## src/rtl/dpot_pkg.sv

```systemverilog
package dpot_pkg;

  typedef enum logic [2:0] {
    OP_NOP      = 3'd0,
    OP_STORE    = 3'd1,
    OP_SET      = 3'd2,
    OP_SHDN     = 3'd3,
    OP_RESTORE  = 3'd4,
    OP_SEL_WIP  = 3'd5,
    OP_SEL_NV   = 3'd6,
    OP_RSVD     = 3'd7
  } op_e;

  typedef enum logic [2:0] {
    B_IDLE,
    B_RX,
    B_ACK,
    B_TX,
    B_RACK
  } bus_st_e;

  function automatic logic addr_hit(input logic [7:0] first_byte, input logic [6:0] own);
    return first_byte[7:1] == own;
  endfunction

  function automatic logic is_read(input logic [7:0] first_byte);
    return first_byte[0];
  endfunction

endpackage

```

## src/rtl/dpot_line_sync.sv

```systemverilog
module dpot_line_sync #(
  parameter int STAGES = 3
) (
  input  logic clk,
  input  logic rst_n,
  input  logic line_i,
  output logic lvl_o,
  output logic rise_o,
  output logic fall_o
);
  logic [STAGES-1:0] sh;

  always_ff @(posedge clk or negedge rst_n) begin
    if (!rst_n) sh <= '1;
    else        sh <= {sh[STAGES-2:0], line_i};
  end

  assign lvl_o  = sh[STAGES-2];
  assign rise_o = sh[STAGES-2] & ~sh[STAGES-1];
  assign fall_o = ~sh[STAGES-2] & sh[STAGES-1];
endmodule

```

## src/rtl/dpot_i2c_target.sv

```systemverilog
module dpot_i2c_target
  import dpot_pkg::*;
#(
  parameter logic [6:0] DEV_ADDR = 7'b0101111
) (
  input  logic       clk,
  input  logic       rst_n,
  input  logic       scl_lvl,
  input  logic       scl_rise,
  input  logic       scl_fall,
  input  logic       sda_lvl,
  input  logic       sda_rise,
  input  logic       sda_fall,
  input  logic [7:0] rd_byte_i,
  output logic       sda_pull_o,
  output logic       word_valid_o,
  output logic [2:0] word_cmd_o,
  output logic [7:0] word_data_o,
  output logic       idle_o
);
  bus_st_e    st;
  logic [3:0] cnt;
  logic [7:0] shreg;
  logic [7:0] tx_sh;
  logic       in_addr;
  logic       rd_dir;
  logic       hi_next;
  logic       fire_pend;
  logic       pull_q;
  logic       start_det;
  logic       stop_det;

  assign start_det = scl_lvl & ~scl_rise & sda_fall;
  assign stop_det  = scl_lvl & ~scl_rise & sda_rise;

  always_ff @(posedge clk or negedge rst_n) begin
    if (!rst_n) begin
      st           <= B_IDLE;
      cnt          <= '0;
      shreg        <= '0;
      tx_sh        <= '0;
      in_addr      <= 1'b0;
      rd_dir       <= 1'b0;
      hi_next      <= 1'b1;
      fire_pend    <= 1'b0;
      pull_q       <= 1'b0;
      word_valid_o <= 1'b0;
      word_cmd_o   <= '0;
      word_data_o  <= '0;
    end else begin
      word_valid_o <= 1'b0;
      if (start_det) begin
        st        <= B_RX;
        cnt       <= '0;
        in_addr   <= 1'b1;
        hi_next   <= 1'b1;
        fire_pend <= 1'b0;
        pull_q    <= 1'b0;
      end else if (stop_det) begin
        st        <= B_IDLE;
        fire_pend <= 1'b0;
        pull_q    <= 1'b0;
      end else begin
        unique case (st)
          B_RX: begin
            if (scl_rise) begin
              shreg <= {shreg[6:0], sda_lvl};
              cnt   <= cnt + 4'd1;
            end else if (scl_fall && cnt == 4'd8) begin
              if (in_addr) begin
                if (addr_hit(shreg, DEV_ADDR)) begin
                  st     <= B_ACK;
                  pull_q <= 1'b1;
                  rd_dir <= is_read(shreg);
                end else begin
                  st <= B_IDLE;
                end
              end else begin
                st     <= B_ACK;
                pull_q <= 1'b1;
                if (hi_next) word_cmd_o <= shreg[2:0];
                else         word_data_o <= shreg;
                fire_pend <= ~hi_next;
              end
            end
          end
          B_ACK: begin
            if (scl_fall) begin
              cnt     <= '0;
              in_addr <= 1'b0;
              if (in_addr && rd_dir) begin
                st     <= B_TX;
                tx_sh  <= rd_byte_i;
                pull_q <= ~rd_byte_i[7];
              end else begin
                st     <= B_RX;
                pull_q <= 1'b0;
              end
              if (!in_addr) begin
                hi_next      <= ~hi_next;
                word_valid_o <= fire_pend;
                fire_pend    <= 1'b0;
              end
            end
          end
          B_TX: begin
            if (scl_fall) begin
              cnt <= cnt + 4'd1;
              if (cnt == 4'd7) begin
                st     <= B_RACK;
                pull_q <= 1'b0;
              end else begin
                tx_sh  <= tx_sh << 1;
                pull_q <= ~tx_sh[6];
              end
            end
          end
          B_RACK: begin
            if (scl_fall) st <= B_IDLE;
          end
          default: st <= B_IDLE;
        endcase
      end
    end
  end

  assign sda_pull_o = pull_q;
  assign idle_o     = (st == B_IDLE);
endmodule

```

## src/rtl/dpot_state.sv

```systemverilog
module dpot_state
  import dpot_pkg::*;
#(
  parameter int          WIPER_W      = 7,
  parameter int          STORE_CYCLES = 500,
  parameter logic [6:0]  INIT_WIPER   = 7'h40,
  parameter logic [7:0]  TOL_BYTE     = 8'h64
) (
  input  logic               clk,
  input  logic               rst_n,
  input  logic               word_valid_i,
  input  logic [2:0]         word_cmd_i,
  input  logic [7:0]         word_data_i,
  output logic [WIPER_W-1:0] wiper_o,
  output logic               shutdown_o,
  output logic [7:0]         rd_byte_o,
  output logic               boot_o,
  output logic               busy_o,
  output logic               queued_o
);
  localparam int NV_IDX_W = 2;
  localparam int NV_DEPTH = 1 << NV_IDX_W;
  localparam int CNT_W    = $clog2(STORE_CYCLES + 1);

  logic [7:0]          saved;
  logic [7:0]          nv_loc [NV_DEPTH];
  logic [WIPER_W-1:0]  st_val;
  logic [CNT_W-1:0]    busy_cnt;
  logic                boot_q;
  logic                rd_nv;
  logic [NV_IDX_W-1:0] rd_idx;
  logic                store_req;
  op_e                 op;

  assign op        = op_e'(word_cmd_i);
  assign store_req = word_valid_i && (op == OP_STORE);

  for (genvar i = 0; i < NV_DEPTH; i++) begin : g_nv
    if (i == 0)      begin : g_saved assign nv_loc[i] = saved;    end
    else if (i == 1) begin : g_tol   assign nv_loc[i] = TOL_BYTE; end
    else             begin : g_zero  assign nv_loc[i] = 8'h00;    end
  end

  always_ff @(posedge clk or negedge rst_n) begin
    if (!rst_n) begin
      boot_q     <= 1'b1;
      wiper_o    <= '0;
      shutdown_o <= 1'b0;
      rd_nv      <= 1'b0;
      rd_idx     <= '0;
    end else begin
      boot_q <= 1'b0;
      if (boot_q) begin
        wiper_o <= saved[WIPER_W-1:0];
      end else if (word_valid_i) begin
        unique case (op)
          OP_SET:     wiper_o    <= word_data_i[WIPER_W-1:0];
          OP_SHDN:    shutdown_o <= word_data_i[0];
          OP_RESTORE: wiper_o    <= saved[WIPER_W-1:0];
          OP_SEL_WIP: rd_nv      <= 1'b0;
          OP_SEL_NV: begin
            rd_nv  <= 1'b1;
            rd_idx <= word_data_i[NV_IDX_W-1:0];
          end
          default: ;
        endcase
      end
    end
  end

  always_ff @(posedge clk or negedge rst_n) begin
    if (!rst_n) begin
      saved    <= 8'(INIT_WIPER);
      st_val   <= '0;
      busy_cnt <= '0;
      queued_o <= 1'b0;
    end else if (busy_cnt == '0) begin
      if (store_req) begin
        busy_cnt <= CNT_W'(STORE_CYCLES);
        st_val   <= wiper_o;
      end
    end else if (busy_cnt == CNT_W'(1)) begin
      saved <= 8'(st_val);
      if (queued_o || store_req) begin
        busy_cnt <= CNT_W'(STORE_CYCLES);
        st_val   <= wiper_o;
        queued_o <= 1'b0;
      end else begin
        busy_cnt <= '0;
      end
    end else begin
      busy_cnt <= busy_cnt - CNT_W'(1);
      if (store_req) queued_o <= 1'b1;
    end
  end

  assign rd_byte_o = rd_nv ? nv_loc[rd_idx] : 8'(wiper_o);
  assign boot_o    = boot_q;
  assign busy_o    = (busy_cnt != '0);
endmodule

```

## src/rtl/dpot_i2c_ctrl.sv

```systemverilog
module dpot_i2c_ctrl #(
  parameter logic [6:0] DEV_ADDR     = 7'b0101111,
  parameter int         WIPER_W      = 7,
  parameter int         STORE_CYCLES = 500,
  parameter logic [6:0] INIT_WIPER   = 7'h40,
  parameter logic [7:0] TOL_BYTE     = 8'h64
) (
  input  logic               clk,
  input  logic               rst_n,
  input  logic               scl_i,
  input  logic               sda_i,
  output logic               sda_pull_o,
  output logic [WIPER_W-1:0] wiper_o,
  output logic               shutdown_o
);
  logic       scl_lvl, scl_rise, scl_fall;
  logic       sda_lvl, sda_rise, sda_fall;
  logic       word_valid;
  logic [2:0] word_cmd;
  logic [7:0] word_data;
  logic [7:0] rd_byte;
  logic       boot_phase;
  logic       store_busy;
  logic       store_pend;
  logic       slv_idle;

  dpot_line_sync #(.STAGES(3)) u_scl_sync (
    .clk(clk), .rst_n(rst_n), .line_i(scl_i),
    .lvl_o(scl_lvl), .rise_o(scl_rise), .fall_o(scl_fall)
  );

  dpot_line_sync #(.STAGES(3)) u_sda_sync (
    .clk(clk), .rst_n(rst_n), .line_i(sda_i),
    .lvl_o(sda_lvl), .rise_o(sda_rise), .fall_o(sda_fall)
  );

  dpot_i2c_target #(.DEV_ADDR(DEV_ADDR)) u_target (
    .clk(clk), .rst_n(rst_n),
    .scl_lvl(scl_lvl), .scl_rise(scl_rise), .scl_fall(scl_fall),
    .sda_lvl(sda_lvl), .sda_rise(sda_rise), .sda_fall(sda_fall),
    .rd_byte_i(rd_byte), .sda_pull_o(sda_pull_o),
    .word_valid_o(word_valid), .word_cmd_o(word_cmd), .word_data_o(word_data),
    .idle_o(slv_idle)
  );

  dpot_state #(
    .WIPER_W(WIPER_W), .STORE_CYCLES(STORE_CYCLES),
    .INIT_WIPER(INIT_WIPER), .TOL_BYTE(TOL_BYTE)
  ) u_state (
    .clk(clk), .rst_n(rst_n),
    .word_valid_i(word_valid), .word_cmd_i(word_cmd), .word_data_i(word_data),
    .wiper_o(wiper_o), .shutdown_o(shutdown_o), .rd_byte_o(rd_byte),
    .boot_o(boot_phase), .busy_o(store_busy), .queued_o(store_pend)
  );
endmodule

```

## config.mk

```make
export PLATFORM = sky130hd
export DESIGN_NAME = dpot_i2c_ctrl
export DESIGN_NICKNAME = d
export VERILOG_FILES = /design/src/rtl/dpot_pkg.sv /design/src/rtl/dpot_line_sync.sv /design/src/rtl/dpot_i2c_target.sv /design/src/rtl/dpot_state.sv /design/src/rtl/dpot_i2c_ctrl.sv
export SDC_FILE = /design/constraint.sdc
export NUM_CORES = 1
export LEC_CHECK = 0
export ABC_AREA = 1
export ABC_CLOCK_PERIOD_IN_PS = 3200
export BUFFER_PORTS_ARGS = -buffer_cell sky130_fd_sc_hd__buf_2
export CAP_MARGIN = 0
export CORE_UTILIZATION = 45
export DETAILED_ROUTE_END_ITERATION = 8
export GPL_ROUTABILITY_DRIVEN = 0
export PLACE_DENSITY = 0.58
export SLEW_MARGIN = 20
export SYNTH_ARGS = -nofsm -noshare
export SYNTH_HDL_FRONTEND = slang
export SYNTH_SLANG_ARGS = --single-unit
```

## constraint.sdc

```tcl
create_clock -name clk -period 3.2 [get_ports clk]
set_clock_uncertainty 0.2 [all_clocks]
set_input_delay 0.16 -clock clk [delete_from_list [all_inputs] [get_ports clk]]
set_output_delay 0.16 -clock clk [all_outputs]
set_load 0.01 [all_outputs]
```

After elaboration in Yosys (flattened, before gate mapping)
Index checks and enable logic that the tools add are counted.
{ "op_classes": {"n_addsub": 2, "mul": 0, "div": 0, "order_cmp": 1, "eq_ne": 34, "n_shift": 0, "n_mux": 74, "n_bitwise": 21, "n_reduce_logical": 35} }
{ "op_table": {"columns": ["cell", "n"], "rows": [
  ["7-bit two-way mux", 10],
  ["9-bit two-way mux", 4],
  ["1-bit two-way mux", 33],
  ["7-bit case mux with 2 select lines", 2],
  ["7-bit AND reduction", 4],
  ["3-bit two-way mux", 8],
  ["8-bit two-way mux", 3],
  ["4-bit two-way mux", 5],
  ["4-bit by 1-bit != test with 1-bit output (second input constant)", 5],
  ["3-bit AND reduction", 6],
  ["6-bit AND reduction", 3],
  ["8-bit binary-select mux with 2-bit select", 1],
  ["2-bit nonzero test", 8],
  ["1-bit NOT", 13],
  ["3-bit by 2-bit equality test with 1-bit output (second input constant)", 4],
  ["3-bit equality test (second input constant)", 4],
  ["4-bit != test (second input constant)", 3],
  ["3-bit case mux with 4 select lines", 1],
  ["4-bit case mux with 3 select lines", 1],
  ["2-bit by 1-bit != test with 1-bit output (second input constant)", 5],
  ["9-bit by 1-bit equality test with 1-bit output (second input constant)", 1],
  ["9-bit zero test", 1],
  ["3-bit by 1-bit != test with 1-bit output (second input constant)", 3],
  ["9-bit by 1-bit subtractor with 9-bit output (second input constant)", 1],
  ["other kinds (21)", 38]
]} }
{ "totals": {"ff_bits": 80, "latchBits": 0, "ramBits": 0, "mem_bits_ro": 0, "inputBits": 4, "out_inout_bits": 9, "word_cells": 190, "n_memories": 0} }

Longest topological paths before layout
Gate-level depths: netlist of run 1.
{ "depth": {"ltp_word": 11, "mapped_depth": 10, "depth_no_buf": 10} }

Cells and area by module
Synthesis of run 1 repeated with hierarchy kept, for this count alone.
{ "unflattened": {"cells_unflattened": 514, "hier_area_um2": 4265.3} }
{ "modules_own_cells": {"columns": ["module", "n_inst", "cells_each", "area_per_inst_um2", "seq_area_each_um2"], "rows": [
  ["dpot_i2c_target", 1, 250, 2068.2, 977.2],
  ["dpot_state", 1, 250, 2009.4, 903.4],
  ["dpot_line_sync", 2, 7, 93.8, 78.8]
]} }

Worst setup path after synthesis of run 1
OpenSTA, ideal clock, no wires.
{ "synth_timing": {"path_kind": "register to register", "startpoint": "reg u_state.busy_cnt[0]", "endpoint": "reg u_state.st_val[0]", "setup_time_ns": 0.118, "arrival_time_ns": 1.370, "required_time_ns": 2.882, "setup_slack_ns": 1.512, "path_stages_with_launch": 11, "path_buffers": 1, "synth_period_minus_slack_ns": 1.688, "cell_sequence": "dfrtp_1 > inv_1 > ha_1 > nand2_2 > nor2_4 > nand2_2 > nand2_1 > nand3_2 > buf_6 > nand2_1 > nand2_1"} }
{ "synth_between": {"elab_chain_len": 3, "elab_cells_between_ends": 7, "cone_classes": "eq/ne: 2; mux: 1; reduce/logical: 4"} }
{ "synth_rtl": {"columns": ["element", "line_no", "source"], "rows": [
  ["from (decl)", "dpot_state.sv:28", "logic [CNT_W-1:0] busy_cnt;"],
  ["from (signal assigned)", "dpot_state.sv:79", "busy_cnt <= CNT_W'(STORE_CYCLES);"],
  ["from (signal assigned)", "dpot_state.sv:85", "busy_cnt <= CNT_W'(STORE_CYCLES);"],
  ["from (signal assigned)", "dpot_state.sv:92", "busy_cnt <= busy_cnt - CNT_W'(1);"],
  ["9-bit by 1-bit equality test with 1-bit output or 9-bit zero test (tied branches)", "dpot_state.sv:82, dpot_state.sv:77", null],
  ["2-bit nonzero test (no line) or 2-bit by 1-bit != test with 1-bit output (tied branches)", null, null],
  ["3-bit AND reduction (no line)", null, null],
  ["to (signal assigned)", "dpot_state.sv:80", "st_val <= wiper_o;"],
  ["to (signal assigned)", "dpot_state.sv:86", "st_val <= wiper_o;"],
  ["to (decl)", "dpot_state.sv:27", "logic [WIPER_W-1:0] st_val;"]
]} }
Several ways; a longest one is shown, not always the timed one.
A chain may end at the register's enable or synchronous reset.

Worst setup path after layout of run 1
{ "layout_timing": {"startpoint": "reg u_state.busy_cnt[0]", "endpoint": "reg u_state.busy_cnt[2]"} }
{ "layout_between": {"elab_chain_len": 3, "elab_cells_between_ends": 6, "cone_classes": "add/sub: 1; eq/ne: 2; mux: 2; reduce/logical: 1"} }
{ "layout_rtl": {"columns": ["element", "line_no", "source"], "rows": [
  ["9-bit by 1-bit subtractor with 9-bit output or 9-bit by 1-bit equality test with 1-bit output (tied branches)", "dpot_state.sv:92, dpot_state.sv:82", null],
  ["9-bit two-way mux", "dpot_state.sv:82", "end else if (busy_cnt == CNT_W'(1)) begin"],
  ["9-bit two-way mux", "dpot_state.sv:77", "end else if (busy_cnt == '0) begin"]
]} }
Several ways; a longest one is shown, not always the timed one.

==> results by group, run 1 <==
Routing
  – Starting DRT DRC Count: 120
  – Top layer in use: met4
  – DR WL met3: 215 microns
  – Metal2 WL: 3790 microns
  – DRT met1 WL: 3930 microns
  – Via count: 3081
  – WL final: 8160 microns
  – Routed WL per cell: 12.9 microns
  – Drt via density: 4.88
  – DR pass1 iterations: 4
  – Remaining DRCs: 0
  – ANT nets after route: 0

Critical path
  – Crit path arrival time: 2160 ps
  – Worst setup SP type: flop
  – Data required, critical path: 3230 ps
  – Critical path cell sequence: inv_1 > ha_1 > nand2_2 > nor2_4 > nand3_1 > nand3_2 > o21ai_0
  – CP max stage cell: dfrtp_1
  – Kind of critical path: flop to flop
  – R2R Setup Slk: 1070 ps
  – Max stage delay on crit path: 410 ps
  – Crit path max fanout: 11
  – Crit path capture type: flop

Finish
  – Nets: 527
  – Sequential Area: 2010 sq um
  – Synthesis-to-finish area growth: 10.4%
  – Filler Cells Inserted: 860
  – Multi-input gate area: 1680 sq um
  – # diodes: 0
  – Layout cells sized above 1: 14.7%

Clock network
  – CTS tree: yes
  – Worst skew pair latency: 360 ps
  – Setup bufs post-CTS: 0
  – H-tree depth: 3
  – Sink Count: 80
  – Max clock buf depth: 2
  – Root Driver: clkbuf_8
  – CTS buffer count: 9
  – Clock-pin transition on the worst setup and hold timing paths: 80 ps

Synth
  – Synth top cells by count: nand2_1 (161), dfrtp_1 (71), inv_1 (65)
  – Syn. warnings: 0
  – Post-synth EDFFs: 0
  – Netlist Area Pre-Place: 4010 sq um
  – Synth top area cells: dfrtp_1 (44%), nand2_1 (15%), o21ai_0 (6.7%)
  – Ys async rst share: 100%
  – Synthesized flop and latch total: 80
  – Synthesized Nets: 509
  – Synthesized area per cell: 8.01 sq um
  – Prevailing post-synth register cell: dfrtp_1
  – Register area share after synthesis: 50.2%
  – Top-count cell post-synth: nand2_1
  – Unique masters post-synth: 35
  – Most area-hungry cell type in the Yosys netlist: dfrtp_1
  – Top cell type's share of synthesized area: 44.3%
  – Syn Inst Count: 501

GRT
  – Largest net degree at the start of global routing: 81
  – Initial antenna violation count: 0
  – Vias in the first global route: 3038
  – GR Overflow Total: 0
  – First-pass GRT wire length: 14000 microns
  – GRT Overall Usage: 20.1%

Flow run
  – Max-Cap Viols: 0

STA
  – Final Hold Viols: 0
  – Min Clock Period, post-route: 2130 ps
  – Final Setup Violations: 0
  – Setup_tns: 0 ps
  – Fmax: 470 MHz
  – Final WS setup: 1070 ps
  – Slew HR: 52.9%
  – RSZ-0062 raised after global routing: false
  – Tightest Pin Transition: 707 ps
  – Slew Limit Fails: 0
  – Final period utilization: 66.5%

Worst hold path
  – Worst Hold Class: flop to flop

Floorplanning
  – Core area: 8680 sq um
  – Row count: 34
  – Die span in x: 96.4 microns
  – Die Y: 96.4 microns
  – Die area: 9300 sq um
  – Ports: 13
  – Initial core utilization: 46.2%

Power and ir drop
  – Pwr dens: 585 nW/um^2
  – VDD IR max: 0.281 mV
  – Leakage: 0.00213 uW

Place
  – PortBufs: 12
  – Setup WS pre-CTS: 1110 ps
  – Post-DP HPWL: 5760 microns

Status
  – Outcome: finished, final reports clean
worst max-delay path, delay by kind of cell (launching register included):
family,cells,cell delay (ps)
adder cells (fa/ha/maj),1,230
AND/OR/NAND/NOR,4,920
flip-flops,1,410
AO/OA/AOI/OAI,1,130
buffers and inverters,1,100
through the flow:
stage	utilization (%)	power [uW]	instances	hold slack (ps)	instance area [sq um]
floorplan	-	1580	501	-336	4010
global placement	47.9	1690	613	67.1	4150
detailed placement	47.9	1700	613	66.7	4150
CTS	51.0	2620	632	161	4430
global route	51.0	2750	632	163	4430
finish	51.0	2590	632	159	4430
placed cells by master, fill, tap and decap left out, drive strengths merged:
cell           n
a21oi          6
and2           1
buf           12
bufinv         3
clkbuf         9
clkinv         1
clkinvlp       2
conb           1
dfrtp         71
dfstp          9
dlygate4sd3    3
ha             4
inv           70
mux2i          1
nand2        170
nand3         30
nand4          4
nor2          42
nor3           3
o211ai         1
o21ai         72
o21bai         2
o22ai          2
or2            1
or3            1
xor2           3
state kept, by name, indices dropped and copies added, names as in the netlist:
register,count
u_target.in_addr,1
u_state.rd_idx,2
u_state.st_val,7
u_target.word_cmd_o,3
u_target.fire_pend,1
u_state.rd_nv,1
u_state.boot_o,1
u_target.rd_dir,1
u_target.tx_sh,7
u_state.shutdown_o,1
u_target.sda_pull_o,1
u_state.queued_o,1
u_target.word_valid_o,1
u_state.busy_cnt,9
u_state.wiper_o,7
u_scl_sync.sh,3
u_target.shreg,8
u_target.hi_next,1
u_sda_sync.sh,3
u_target.st,3
u_state.saved,7
u_target.cnt,4
u_target.word_data_o,7
cell families after synthesis:
family / count (synthesis) / synth area share, %
other: 1 / 0.0935
AOI/OAI and AO/OA: 83 / 11.6
buffers and inverters: 77 / 7.95
xor gates and xnor gates: 3 / 0.655
DFF: 80 / 50.2
adders and majority gates: 4 / 1.25
muxes: 1 / 0.249
and+or+nand+nor: 252 / 28.1
final cells by class:
cell class                 count  area share, %
multi-input combinational    344           37.9
sequential                    80           45.5
tap                          108           3.05
timing repair buffer          15           2.18
clock buffer                   9           2.80
inverter                      69           5.90
clock inverter                 7           2.68
layer usage:
metal | GRT usage [%] | up-vias
li1 | - | 1616
met4 | 10.7 | 0
met5 | 0 | -
met3 | 3.13 | 18
met1 | 25.6 | 1411
met2 | 32.9 | 36
worst paths after layout:
check | to | depth (start not counted) | start
worst max-delay path | u_state.busy_cnt[2]$_DFFE_PN0P_ | 7 | u_state.busy_cnt[0]$_DFFE_PN0P_
worst min-delay path | u_sda_sync.sh[1]$_DFF_PN1_ | 0 | u_sda_sync.sh[0]$_DFF_PN1_
worst max register to register | u_state.busy_cnt[2]$_DFFE_PN0P_ | 7 | u_state.busy_cnt[0]$_DFFE_PN0P_
worst min register to register | u_sda_sync.sh[1]$_DFF_PN1_ | 0 | u_sda_sync.sh[0]$_DFF_PN1_
max in group asynchronous | u_target.shreg[6]$_DFFE_PN0P_ | 2 | rst_n
min in group asynchronous | u_state.busy_cnt[5]$_DFFE_PN0P_ | 2 | rst_n
report_power, final:
group          switching, uW  total [uW]  internal, uW
combinational            279         446           167
sequential               104        1230          1130
clock                    394         913           519
repair_timing:
| item | in CTS | in global routing |
|---|---|---|
| gates resized for setup | 0 | 0 |
| hold buffers | 3 | 0 |
| hold endpoints to repair | 73 | 0 |
Note: power is estimated with default switching activity, not from simulation.
==> run 2: changes to the inputs <==
--- a/config.mk
+++ b/config.mk
@@ -5,14 +5,14 @@
 export SDC_FILE = /design/constraint.sdc
 export NUM_CORES = 1
 export LEC_CHECK = 0
-export ABC_AREA = 1
-export ABC_CLOCK_PERIOD_IN_PS = 3200
+export ABC_AREA = 0
+export ABC_CLOCK_PERIOD_IN_PS = 1700
 export BUFFER_PORTS_ARGS = -buffer_cell sky130_fd_sc_hd__buf_2
 export CAP_MARGIN = 0
 export CORE_UTILIZATION = 45
 export DETAILED_ROUTE_END_ITERATION = 8
 export GPL_ROUTABILITY_DRIVEN = 0
-export PLACE_DENSITY = 0.58
+export PLACE_DENSITY = 0.6
 export SLEW_MARGIN = 20
 export SYNTH_ARGS = -nofsm -noshare
 export SYNTH_HDL_FRONTEND = slang
==> constraint.sdc (replaced) <==
create_clock -name clk -period 1.7 [get_ports clk]
set_clock_uncertainty 0.2 [all_clocks]
set_input_delay 0.085 -clock clk [delete_from_list [all_inputs] [get_ports clk]]
set_output_delay 0.085 -clock clk [all_outputs]
set_load 0.01 [all_outputs]
==> run 2 against run 1 <==
The run now ends with setup timing left. Clock-buffer cell count rose by 1. Register-to-register slack got worse by 1500 ps. Die area fell by 2.3%. Fmax fell by 1.4%. Highest routed layer unchanged. Critical path depth fell by 1. Largest cell class is now multi-input combinational cells. Critical path type unchanged. Utilization rose by 16 points.
==> results by group, run 2 <==
Clock network
  – Max clock buf depth: 2
  – H-tree depth: 3
  – Sink Count: 80
  – CTS tree: yes
  – Clock-pin transition on the worst setup and hold timing paths: 90 ps
  – Root Driver: clkbuf_8
  – CTS buffer count: 9
  – Worst skew pair latency: 360 ps

Synth
  – Most area-hungry cell type in the Yosys netlist: dfrtp_1
  – Register area share after synthesis: 51.4%
  – Syn Inst Count: 342
  – Synthesized flop and latch total: 80
  – Syn. warnings: 0
  – Synthesized Nets: 350
  – Netlist Area Pre-Place: 3920 sq um
  – Unique masters post-synth: 64
  – Synth top cells by count: dfrtp_1 (71), mux2_2 (44), nand2_1 (26)
  – Top-count cell post-synth: dfrtp_1
  – Top cell type's share of synthesized area: 45.3%
  – Ys async rst share: 100%
  – Prevailing post-synth register cell: dfrtp_1
  – Synth top area cells: dfrtp_1 (45%), mux2_2 (13%), dfstp_2 (6.0%)
  – Post-synth EDFFs: 0
  – Synthesized area per cell: 11.5 sq um

Routing
  – ANT nets after route: 0
  – DR pass1 iterations: 5
  – Via count: 3093
  – Routed WL per cell: 17.0 microns
  – Starting DRT DRC Count: 105
  – Drt via density: 5.48
  – Remaining DRCs: 0
  – WL final: 9570 microns

Place
  – PortBufs: 12
  – Post-DP HPWL: 6540 microns
  – Setup WS pre-CTS: -413 ps

GRT
  – GRT Overall Usage: 22.5%
  – Met1 usage: 28.1%
  – Met3 Use GR: 4.39%
  – GR Layer Usage met2: 37.9%
  – Global routing's busiest layer: met2
  – Largest net degree at the start of global routing: 40
  – Vias in the first global route: 3121
  – GR Overflow Total: 0
  – Initial antenna violation count: 0
  – First-pass GRT wire length: 15300 microns

Flow run
  – Max-Cap Viols: 0

STA
  – Final Setup Violations: 55
  – Slew Limit Fails: 0
  – Final WS setup: -456 ps
  – Final Hold Viols: 0
  – Final period utilization: 127%
  – Setup_tns: -12490 ps
  – RSZ-0062 raised after global routing: true
  – Fmax: 464 MHz
  – Min Clock Period, post-route: 2160 ps

Critical path
  – CP max stage cell: or4b_4
  – Data required, critical path: 1740 ps
  – Crit path capture type: flop
  – WP buf/inv: 1
  – Critical path depth: 6
  – Max stage delay on crit path: 510 ps
  – Worst setup SP type: flop
  – CP delay by family, top: simple AND/OR/NAND/NOR gates
  – Critical path cell sequence: inv_2 > ha_4 > or4b_4 > a21oi_4 > nand2b_4 > mux2_4
  – Crit path max fanout: 5
  – Kind of critical path: flop to flop
  – Cells on worst reg2reg path: 6
  – Crit path arrival time: 2200 ps

Finish
  – Max FFs per register: 9
  – Commonest cells after routing, fill and taps aside: buf_4 (80), dfrtp_1 (70), mux2_4 (29), nand2_1 (22), mux2_2 (20)
  – # diodes: 0
  – Regs by FF count: u_state.busy_cnt (9), u_target.shreg (8)
  – Commonest non-fill, non-tap cell in the layout: buf_4
  – Nets: 462
  – Synthesis-to-finish area growth: 41.7%
  – Layout cells sized above 1: 52.3%
  – Top reg by flops: u_state.busy_cnt

Status
  – Outcome: complete, but fails checks
  – Violated checks: setup timing

Floorplanning
  – Core area: 8340 sq um
  – Die Y: 95.3 microns
  – Ports: 13
  – Die span in x: 95.3 microns
  – Initial core utilization: 47.0%
  – Die area: 9090 sq um
  – Row count: 33

Power and ir drop
  – Pwr dens: 751 nW/um^2
  – VDD IR max: 0.470 mV
  – Leakage: 0.00267 uW
  – Power, Total: 4170 uW

Worst hold path
  – Worst Hold Class: input pin to asynchronous set/reset pin
run 2: cell types whose count changed in the layout (fill, tap and decap cells not counted), moves of 13 or more:
cell,change
mux2_4,+29
mux2_2,+20
buf_6,+13
nand3_1,-20
buf_4,+80
nor2_1,-16
inv_1,-57
o21ai_0,-37
nand2_1,-139
run 2: cell type report:
class | count | area [sq um]
Clock buffer | 10 | 138
Clock inverter | 6 | 92.6
Fill cell | 620 | 2790
Inverter | 11 | 41.3
Multi-Input combinational cell | 241 | 2230
Sequential cell | 80 | 2010
Tap cell | 105 | 131
Timing Repair Buffer | 111 | 903
run 2: path summary, 6_finish.rpt:
path,start,endpoint,slack [ps]
setup / recovery,u_state.busy_cnt[0]$_DFFE_PN0P_,u_state.st_val[0]$_DFFE_PN0P_,-460
min in group clk,u_sda_sync.sh[0]$_DFF_PN1_,u_sda_sync.sh[1]$_DFF_PN1_,160
hold / removal,rst_n,u_state.busy_cnt[3]$_DFFE_PN0P_,9
max in group asynchronous,rst_n,u_scl_sync.sh[1]$_DFF_PN1_,690
setup reg to reg,u_state.busy_cnt[0]$_DFFE_PN0P_,u_state.st_val[0]$_DFFE_PN0P_,-460
hold reg to reg,u_sda_sync.sh[0]$_DFF_PN1_,u_sda_sync.sh[1]$_DFF_PN1_,160
run 2: metal layers:
metal | wire length (microns) | share of wire, %
met4 | 273 | 2.9
met3 | 223 | 2.3
met2 | 4740 | 50
met1 | 4330 | 45
met5 | 0 | 0
run 2: power breakdown:
part	total [uW]	switching (uW)	internal, uW
combinational	515	250	265
clock	1620	747	872
sequential	2040	70.0	1970
run 2: cell families after synthesis:
family	Yosys count	synth area share, %
mux	57	16.5
xor+xnor	6	1.34
simple gates	103	15.0
buf+inv	22	2.43
flops	80	51.4
fa+ha+maj	4	1.28
other cells	1	0.0957
compound gates	69	12.0
run 2: through the flow:
stage / cells / utilization [%] / hold slack, ps / area [sq um]
after floorplan: 342 / - / -411 / 4140
after global placement: 529 / 59.0 / -135 / 4920
after detailed placement: 529 / 59.0 / -137 / 4920
after CTS: 556 / 64.5 / 22.2 / 5380
after global routing: 564 / 66.6 / 54.6 / 5550
final: 564 / 66.6 / 9.41 / 5550
run 2: what timing repair did:
item / CTS / global route
cloned: 1 / 0
gates resized for setup: 38 / 26
hold buffers: 3 / 0
endpoints found under the setup margin: 59 / 58
endpoints found under the hold margin: 76 / 0
pin swaps: 20 / 12
buffers inserted: 10 / 9
